==> config.mk <==
export PLATFORM = sky130hd
export DESIGN_NAME = adc_result_buffer
export DESIGN_NICKNAME = d
export VERILOG_FILES = /design/src/rtl/adcbuf_pkg.sv /design/src/rtl/adcbuf_ctrl_reg.sv /design/src/rtl/adcbuf_sequencer.sv /design/src/rtl/adcbuf_store.sv /design/src/rtl/adc_result_buffer.sv
export SDC_FILE = /design/constraint.sdc
export NUM_CORES = 1
export LEC_CHECK = 0
export BUFFER_PORTS_ARGS = -buffer_cell sky130_fd_sc_hd__buf_2
export CAP_MARGIN = 10
export CORE_UTILIZATION = 35
export CTS_BUF_LIST = sky130_fd_sc_hd__clkbuf_8
export DETAILED_ROUTE_END_ITERATION = 6
export PLACE_DENSITY_LB_ADDON = 0.12
export SLEW_MARGIN = 20
export SYNTH_ARGS = -nofsm -noshare
export SYNTH_HDL_FRONTEND = slang
export SYNTH_HIERARCHICAL = 1
export SYNTH_SLANG_ARGS = --single-unit
==> constraint.sdc <==
create_clock -name clk -period 3.67 [get_ports clk]
set_clock_uncertainty 0.1 [all_clocks]
set_input_delay 0.1835 -clock clk [delete_from_list [all_inputs] [get_ports clk]]
set_output_delay 0.1835 -clock clk [all_outputs]
set_load 0.05 [all_outputs]
==> src/rtl/adcbuf_pkg.sv <==
package adcbuf_pkg;
    // Width of the sample-count field; fixed by the control register layout.
    localparam int CNT_W = 5;

    typedef struct packed {
        logic             indexed;
        logic             split;
        logic [CNT_W-1:0] n;
    } ctrl_t;
endpackage

==> src/rtl/adcbuf_ctrl_reg.sv <==
module adcbuf_ctrl_reg
    import adcbuf_pkg::*;
(
    input  logic                 clk,
    input  logic                 rst_n,
    input  logic                 cfg_wr,
    input  logic [CNT_W+1:0]     cfg_wdata,
    output ctrl_t                ctrl
);
    typedef struct packed {
        ctrl_t ctrl;
    } reg_state_t;

    reg_state_t st_d, st_q;

    always_comb begin
        st_d = st_q;
        if (cfg_wr) begin
            st_d.ctrl.n       = cfg_wdata[CNT_W-1:0];
            st_d.ctrl.split   = cfg_wdata[CNT_W];
            st_d.ctrl.indexed = cfg_wdata[CNT_W+1];
        end
    end

    always_ff @(posedge clk) begin
        if (!rst_n) st_q <= '0;
        else        st_q <= st_d;
    end

    assign ctrl = st_q.ctrl;


    hold_without_write_chk: assert property (@(posedge clk) disable iff (!rst_n)
        !cfg_wr |=> $stable(ctrl));
endmodule

==> src/rtl/adcbuf_sequencer.sv <==
module adcbuf_sequencer
    import adcbuf_pkg::*;
#(
    parameter int DEPTH = 32
) (
    input  logic                     clk,
    input  logic                     rst_n,
    input  ctrl_t                    ctrl,
    input  logic                     cfg_wr,
    input  logic                     smp_valid,
    input  logic [$clog2(DEPTH)-1:0] smp_chan,
    output logic                     wr_en,
    output logic [$clog2(DEPTH)-1:0] wr_addr,
    output logic                     irq,
    output logic                     fill_upper
);
    localparam int AW   = $clog2(DEPTH);
    localparam int HW   = AW - 1;

    typedef struct packed {
        logic [AW-1:0]    ptr;
        logic [CNT_W-1:0] cnt;
        logic             irq;
        logic             fill;
    } seq_state_t;

    seq_state_t st_d, st_q;
    logic       group_done;
    logic [HW-1:0] low_next;

    always_comb begin
        st_d       = st_q;
        st_d.irq   = 1'b0;
        wr_en      = smp_valid;
        wr_addr    = ctrl.indexed ? smp_chan : st_q.ptr;
        group_done = smp_valid && (st_q.cnt == ctrl.n);
        low_next   = st_q.ptr[HW-1:0] + 1'b1;

        if (cfg_wr) begin
            st_d.ptr  = '0;
            st_d.cnt  = '0;
            st_d.fill = 1'b0;
        end else if (smp_valid) begin
            if (!ctrl.indexed) begin
                if (ctrl.split) st_d.ptr = {st_q.ptr[AW-1], low_next};
                else            st_d.ptr = st_q.ptr + 1'b1;
            end
            if (group_done) begin
                st_d.cnt = '0;
                st_d.irq = 1'b1;
                if (!ctrl.indexed) begin
                    if (ctrl.split) begin
                        st_d.fill = ~st_q.fill;
                        st_d.ptr  = {~st_q.fill, {HW{1'b0}}};
                    end else begin
                        st_d.ptr  = '0;
                    end
                end
            end else begin
                st_d.cnt = st_q.cnt + 1'b1;
            end
        end
    end

    always_ff @(posedge clk) begin
        if (!rst_n) st_q <= '0;
        else        st_q <= st_d;
    end

    assign irq        = st_q.irq;
    assign fill_upper = st_q.fill;


    irq_needs_sample_chk: assert property (@(posedge clk) disable iff (!rst_n)
        irq |-> ($past(smp_valid) && !$past(cfg_wr)));


    cfg_clears_count_chk: assert property (@(posedge clk) disable iff (!rst_n)
        cfg_wr |=> (st_q.cnt == '0 && st_q.ptr == '0 && !irq));


    fill_moves_with_irq_chk: assert property (@(posedge clk) disable iff (!rst_n)
        (!$stable(fill_upper) && !$past(cfg_wr)) |-> irq);


    ptr_in_fill_half_chk: assert property (@(posedge clk) disable iff (!rst_n)
        (ctrl.split && !ctrl.indexed) |-> (st_q.ptr[AW-1] == fill_upper));


    fill_idle_unless_split_chk: assert property (@(posedge clk) disable iff (!rst_n)
        (!ctrl.split || ctrl.indexed) |-> !fill_upper);
endmodule

==> src/rtl/adcbuf_store.sv <==
module adcbuf_store #(
    parameter int DEPTH  = 32,
    parameter int DATA_W = 12
) (
    input  logic                     clk,
    input  logic                     rst_n,
    input  logic                     wr_en,
    input  logic [$clog2(DEPTH)-1:0] wr_addr,
    input  logic [DATA_W-1:0]        wr_data,
    input  logic [$clog2(DEPTH)-1:0] rd_addr,
    output logic [DATA_W-1:0]        rd_data
);
    typedef struct packed {
        logic [DEPTH-1:0][DATA_W-1:0] slot;
    } store_state_t;

    store_state_t st_d, st_q;

    always_comb begin
        st_d = st_q;
        if (wr_en) st_d.slot[wr_addr] = wr_data;
    end

    always_ff @(posedge clk) begin
        if (!rst_n) st_q <= '0;
        else        st_q <= st_d;
    end

    assign rd_data = st_q.slot[rd_addr];


    write_lands_chk: assert property (@(posedge clk) disable iff (!rst_n)
        wr_en |=> (st_q.slot[$past(wr_addr)] == $past(wr_data)));
endmodule

==> src/rtl/adc_result_buffer.sv <==
module adc_result_buffer
    import adcbuf_pkg::*;
#(
    parameter int DEPTH  = 32,
    parameter int DATA_W = 12
) (
    input  logic                     clk,
    input  logic                     rst_n,
    input  logic                     cfg_wr,
    input  logic [CNT_W+1:0]         cfg_wdata,
    output logic [CNT_W+2:0]         cfg_rdata,
    input  logic                     smp_valid,
    input  logic [$clog2(DEPTH)-1:0] smp_chan,
    input  logic [DATA_W-1:0]        smp_data,
    input  logic [$clog2(DEPTH)-1:0] rd_addr,
    output logic [DATA_W-1:0]        rd_data,
    output logic                     irq,
    output logic                     fill_upper
);
    localparam int AW = $clog2(DEPTH);

    ctrl_t         ctrl;
    logic          wr_en;
    logic [AW-1:0] wr_addr;

    adcbuf_ctrl_reg u_ctrl (
        .clk       (clk),
        .rst_n     (rst_n),
        .cfg_wr    (cfg_wr),
        .cfg_wdata (cfg_wdata),
        .ctrl      (ctrl)
    );

    adcbuf_sequencer #(.DEPTH(DEPTH)) u_seq (
        .clk        (clk),
        .rst_n      (rst_n),
        .ctrl       (ctrl),
        .cfg_wr     (cfg_wr),
        .smp_valid  (smp_valid),
        .smp_chan   (smp_chan),
        .wr_en      (wr_en),
        .wr_addr    (wr_addr),
        .irq        (irq),
        .fill_upper (fill_upper)
    );

    adcbuf_store #(.DEPTH(DEPTH), .DATA_W(DATA_W)) u_store (
        .clk     (clk),
        .rst_n   (rst_n),
        .wr_en   (wr_en),
        .wr_addr (wr_addr),
        .wr_data (smp_data),
        .rd_addr (rd_addr),
        .rd_data (rd_data)
    );

    assign cfg_rdata = {fill_upper, ctrl.indexed, ctrl.split, ctrl.n};
endmodule

* Word level (Yosys, flattened, before mapping)
Cells that the tools add are included.
** Word-level totals
- Logic and storage cells :: 70
- Output and inout port bits :: 22
- Bits in registers :: 403
** Operators by class
- Bitwise operators :: 4
- Mux-type cells :: 15
- Reductions and logical operators :: 5
- $add $sub $neg :: 3
- Order comparisons :: 3
- Equal/unequal tests :: 1
** Operators with widths (count)
- 384-bit bitwise mux :: 1
- 12-bit binary-select mux with 5-bit select :: 1
- 12-bit demux with 5-bit select :: 1
- 5-bit two-way mux :: 7
- 12-bit two-way mux :: 2
- 5-bit by 6-bit less-than comparator with 1-bit output, second input constant :: 2
- 5-bit by 1-bit adder with 5-bit output, second input constant :: 2
- 5-bit == test :: 1
- 5-bit by 1-bit greater-or-equal comparator with 1-bit output, second input constant :: 1
- 4-bit by 1-bit adder with 4-bit output, second input constant :: 1
- 1-bit inverter :: 4
- 4-bit AND reduction :: 1
- 3-bit OR reduction :: 1
- 1-bit logical AND :: 2
- 1-bit two-way mux :: 2
- 2-bit two-way mux :: 1
- 2-bit OR reduction :: 1

* Logic depth before layout (Yosys ltp)
- Depth after elaboration :: 6
- Depth in mapped cells :: 11
- Depth with buffers taken out :: 7

* Hierarchy
The synthesis kept the hierarchy.
** By module, submodules not included
- adcbuf_store :: instances 1, area an instance 18291.3 um2, cells an instance 1991
- adcbuf_sequencer :: instances 1, area an instance 737.0 um2, cells an instance 91
- adcbuf_ctrl_reg :: instances 1, area an instance 265.3 um2, cells an instance 22
- adc_result_buffer :: instances 1, area an instance 7.5 um2, cells an instance 1

* Least setup slack after synthesis
No wires, ideal clock.
- Kind :: flip-flop to flip-flop
- From :: register u_ctrl.st_q, in the netlist u_ctrl/ctrl[6]
- To :: register u_store/st_q[289] (netlist bit)
- Slack :: 908 ps
- Library setup time :: 116 ps
- Stages on the path, launching flop included :: 10
- Clock period less this slack :: 2762 ps
- Arrival :: 2546 ps
- Buffers on the path :: 4
- Cells stage by stage :: dfxtp_1 > buf_1 > mux2_2 > buf_6 > or3b_1 > buf_6 > nor2_8 > buf_12 > mux2i_1 > nor2b_1
** Between the ends
- Cells in the longest elaborated chain, start to end :: 6
- Elaborated cells on any way between the ends :: 7
- Those cells by class :: order compare: 2; mux: 4; reduce/logical: 1
** Ends and longest elaborated chain
- start: declaration :: RTL line adcbuf_ctrl_reg.sv:14 : reg_state_t st_d, st_q;
- start signal: assignment :: RTL line adcbuf_ctrl_reg.sv:27 : else st_q <= st_d;
- 5-bit two-way mux * :: RTL line adcbuf_sequencer.sv:35 : wr_addr = ctrl.indexed ? smp_chan : st_q.ptr;
- net wr_addr[0] :: RTL line adc_result_buffer.sv:24 : logic [AW-1:0] wr_addr;
- 5-bit by 6-bit less-than comparator with 1-bit output (not written as such) / 5-bit by 1-bit greater-or-equal comparator with 1-bit output (equally long branches) :: RTL line adcbuf_store.sv:21 : if (wr_en) st_d.slot[wr_addr] = wr_data;
- 1-bit logical AND (not written as such) :: RTL line adcbuf_store.sv:21
- 12-bit two-way mux (not written as such) :: RTL line adcbuf_store.sv:21
- 12-bit demux with 5-bit select *
- 384-bit bitwise mux * :: RTL line adcbuf_store.sv:21
- end signal: assignment :: RTL line adcbuf_store.sv:26 : else st_q <= st_d;
- end: declaration :: RTL line adcbuf_store.sv:17 : store_state_t st_d, st_q;
The timed path passes the listed nets; every way through them passes the cells marked *.
A chain may end at the register's enable or synchronous reset.

* Final worst setup path
- From :: register u_ctrl.st_q, in the netlist u_ctrl/ctrl[6]
- To :: register u_store/st_q[52] (netlist bit)
The elaborated chain is that of the path after synthesis.

==> metrics <==
CTS H-Tree Depth=3; remaining number of nets flagged by the antenna check after routing=0; transition time of the tightest slew-check pin=around 1.1 ns; CTS Sinks=403; Critical Path Start Type=flip-flop; post-synthesis compound-gate area fraction=0.126; buffers inserted during post-CTS setup optimization=0; overall overflow remaining after global route=0; RSZ-0062 raised after global routing=false; total placed cells including tap cells=around 2700; initial DRC count=1065; TritonRoute pass-1 iters=5; final number of setup-violating endpoints=0; net count after synthesis=2141; time the final worst path needs with I/O delays and setup=roughly 3.3 ns; synthesized-area fraction occupied by adder cells=0.00194; crit end category=flip-flop; Total Nets Final=2129; Die Outline Area=56100 sq um; power density over the cells=443 nW/um^2; cts bufs inserted=74; R2R Path End=u_store/st_q[52]$_SDFFE_PN0P_; Final Hold Violating Endpoints=0; predominant post-synthesis flop cell=dfxtp_1; Cells after Synth=2105; kind of path behind the tightest hold check=in -> reg; height of the die=237 microns; routed wire length=59100 microns; number of enable-type register cells in the synthesized netlist=0; CTS root buffer=clkbuf_8; global-route wire length before repair=89800 microns; placed wire-length estimate after detailed placement=34600 microns; row count=85; CP Data Required Time=between 4 and 5 ns; antenna violations before repair=0; Max FO, Critical Path=16; Area Growth Syn to Fin=10.9%; DRC Markers=0; register-to-register setup slack=0.38 ns; R2R depth=7; count of synthesis-stage warnings from yosys=6; worst min-delay path startpoint=smp_data[2]; mux contribution to synthesized area=0.198; reg2reg start=u_ctrl/ctrl[6]$_SDFFE_PN0P_; crit share post-route=0.896; xor and xnor area share after synthesis=0.00363; clock-pin slew of the registers on the worst-case setup and hold paths=0.05 ns; CTS tree=yes; classification of the worst setup path=reg -> reg; global router's overall resource usage=0.210; Initial Util=0.357; Seq cells post-synth=403; detailed-route vias per instance=approximately 5.2; sequential area share after synthesis=0.418; Max-cap violations=0; fraction of layout cells with a size suffix above 1=0.104; average instance area after synthesis=around 9.2 sq um; Critical Path AT=3.70 ns; average detailed-routed wire length per instance=20.8 microns; hold endpoint=u_store/st_q[38]$_SDFFE_PN0P_; insertion delay of the later-clocked pin in the worst-skew pair=roughly 0.64 ns; start point of the critical path=u_ctrl/ctrl[6]$_SDFFE_PN0P_; via total after detailed routing=14700; basic-gate share of the synthesized area counting and, or, nand and nor cells=0.198; total negative setup slack=0 ns; filler-free cell count of the finished design=2837; Pleak=~7.7 nW; placeable core region=54100 sq um; RD Place Congestion=0.768; result of the run=finished clean; num ports=55; number of buffers between clock root and the deepest sink=3; worst relative slew slack=0.300; async set-or-reset flop fraction in the synthesized netlist=0; highest clock rate=slightly above 300 MHz; maximum number of pins on one net before global-route repair=about 190; cell depth of the worst hold path=3; final max-slew violation count=0; Syn Std Cell Area=19300 sq um; combinational family with the most area after synthesis=simple AND/OR/NAND/NOR gates; worst-case vdd ir drop=between 0.2 and 0.25 mV; number of global-route vias before repair=14500; x dimension of the die=roughly 240 microns; Cell variety after synth=50; number of I/O port buffers=54
[layout make-up]
cell class / instances / area [sq um]
Clock inverter: 29 / 114
Sequential cell: 403 / 8070
Multi-Input combinational cell: 1501 / 10200
Inverter: 1 / 3.75
Clock buffer: 94 / 1290
Timing Repair Buffer: 112 / 815
Fill cell: 5415 / 32700
Tap cell: 696 / 871
Antenna cell: 1 / 2.50
[placed cells by master (no fill, tap or decap), types with 24 or more instances in the layout]
cell,netlist,routed
mux2i_1,379,379
a21boi_1,27,27
a21boi_0,177,177
dfxtp_1,403,403
a22oi_1,49,49
clkbuf_8,0,95
a21oi_1,30,30
nor2b_1,192,190
nand3_1,100,100
inv_1,1,28
nand2_1,392,392
buf_4,26,38
a22o_1,24,24
buf_2,61,52
[worst max-delay path, stage by stage, from the launching register on]
cell	delay, ns
dfxtp_1	0.67
nand2b_1	0.23
nand2_1	0.40
nor2_1	0.27
and2_1	0.63
nand2_1	0.53
nand2_1	0.21
a21boi_0	0.11
[through the flow]
stage | total power, mW | utilization | cell area (sq um) | hold slack [ns] | setup slack [ns]
finish | 9.47 | 0.395 | 21400 | 0.0671 | 0.381
global placement | 5.39 | 0.366 | 19800 | 0.340 | 0.545
detailed placement | 5.39 | 0.366 | 19800 | 0.345 | 0.483
global route | 9.87 | 0.395 | 21400 | 0.0645 | 0.142
floorplan | 5.11 | - | 19300 | 0.212 | 0.908
CTS | 9.62 | 0.395 | 21400 | 0.0235 | 0.437
[per-layer routing]
layer | global-route usage | part of all wire | wire length (microns) | vias up
met2 | 0.353 | 0.48 | 28400 | 230
met4 | 0.0628 | 0.022 | 1330 | 0
met1 | 0.276 | 0.46 | 27400 | 7172
met3 | 0.0335 | 0.033 | 1950 | 103
li1 | - | - | - | 7170
met5 | 0 | 0 | 0 | -
[registers in the layout (all words and copies together) (netlist names), named ones only]
name and flops:
u_store/st_q 384, u_ctrl/ctrl 7, u_seq/st_q 7, u_seq/irq 1, u_seq/fill_upper 1
[synth_stat cells (7+ instances only)]
cell type | number | area share
nand4_1 | 15 | 0.0049
clkbuf_1 | 97 | 0.019
a22o_1 | 24 | 0.011
a21boi_1 | 27 | 0.011
buf_4 | 26 | 0.010
a21oi_1 | 30 | 0.0078
dfxtp_1 | 403 | 0.42
a31oi_1 | 12 | 0.0039
nor2b_1 | 192 | 0.062
buf_2 | 61 | 0.016
nand3_1 | 100 | 0.026
nand2_1 | 392 | 0.076
a21boi_0 | 177 | 0.069
nor2_4 | 7 | 0.0041
a22oi_1 | 49 | 0.019
nand2b_1 | 8 | 0.0026
mux2i_1 | 379 | 0.20
nor3_1 | 14 | 0.0036
buf_6 | 8 | 0.0047
nor2_1 | 18 | 0.0035
[where the power goes]
group / switching (mW) / leakage (nW) / internal [mW]
logic: 0.602 / 3.58 / 0.277
clock network: 1.89 / 0.824 / 2.27
registers: 0.0222 / 3.25 / 4.41
[timing repair]
| item | in CTS | in global routing |
|---|---|---|
| hold buffers | 16 | 0 |
| endpoints found under the hold margin | 16 | 0 |
| gates resized for setup | 0 | 0 |
[worst max-delay path by stage]
stage | end | cells past startpoint
2_1_floorplan | u_store/st_q[289]$_SDFFE_PN0P_ | 9
3_3_place_gp | u_store/st_q[54]$_SDFFE_PN0P_ | 7
3_5_place_dp | u_store/st_q[52]$_SDFFE_PN0P_ | 7
4_1_cts | u_store/st_q[52]$_SDFFE_PN0P_ | 7
5_1_grt | u_store/st_q[59]$_SDFFE_PN0P_ | 7
6_report | u_store/st_q[52]$_SDFFE_PN0P_ | 7
[cells by family after synthesis]
family | count (synthesis)
xor gates and xnor gates | 8
DFF | 403
and+or+nand+nor | 775
AOI/OAI and AO/OA | 333
adders and majority gates | 3
muxes | 382
buffers and inverters | 201
Note: power is estimated with default switching activity, not from simulation.
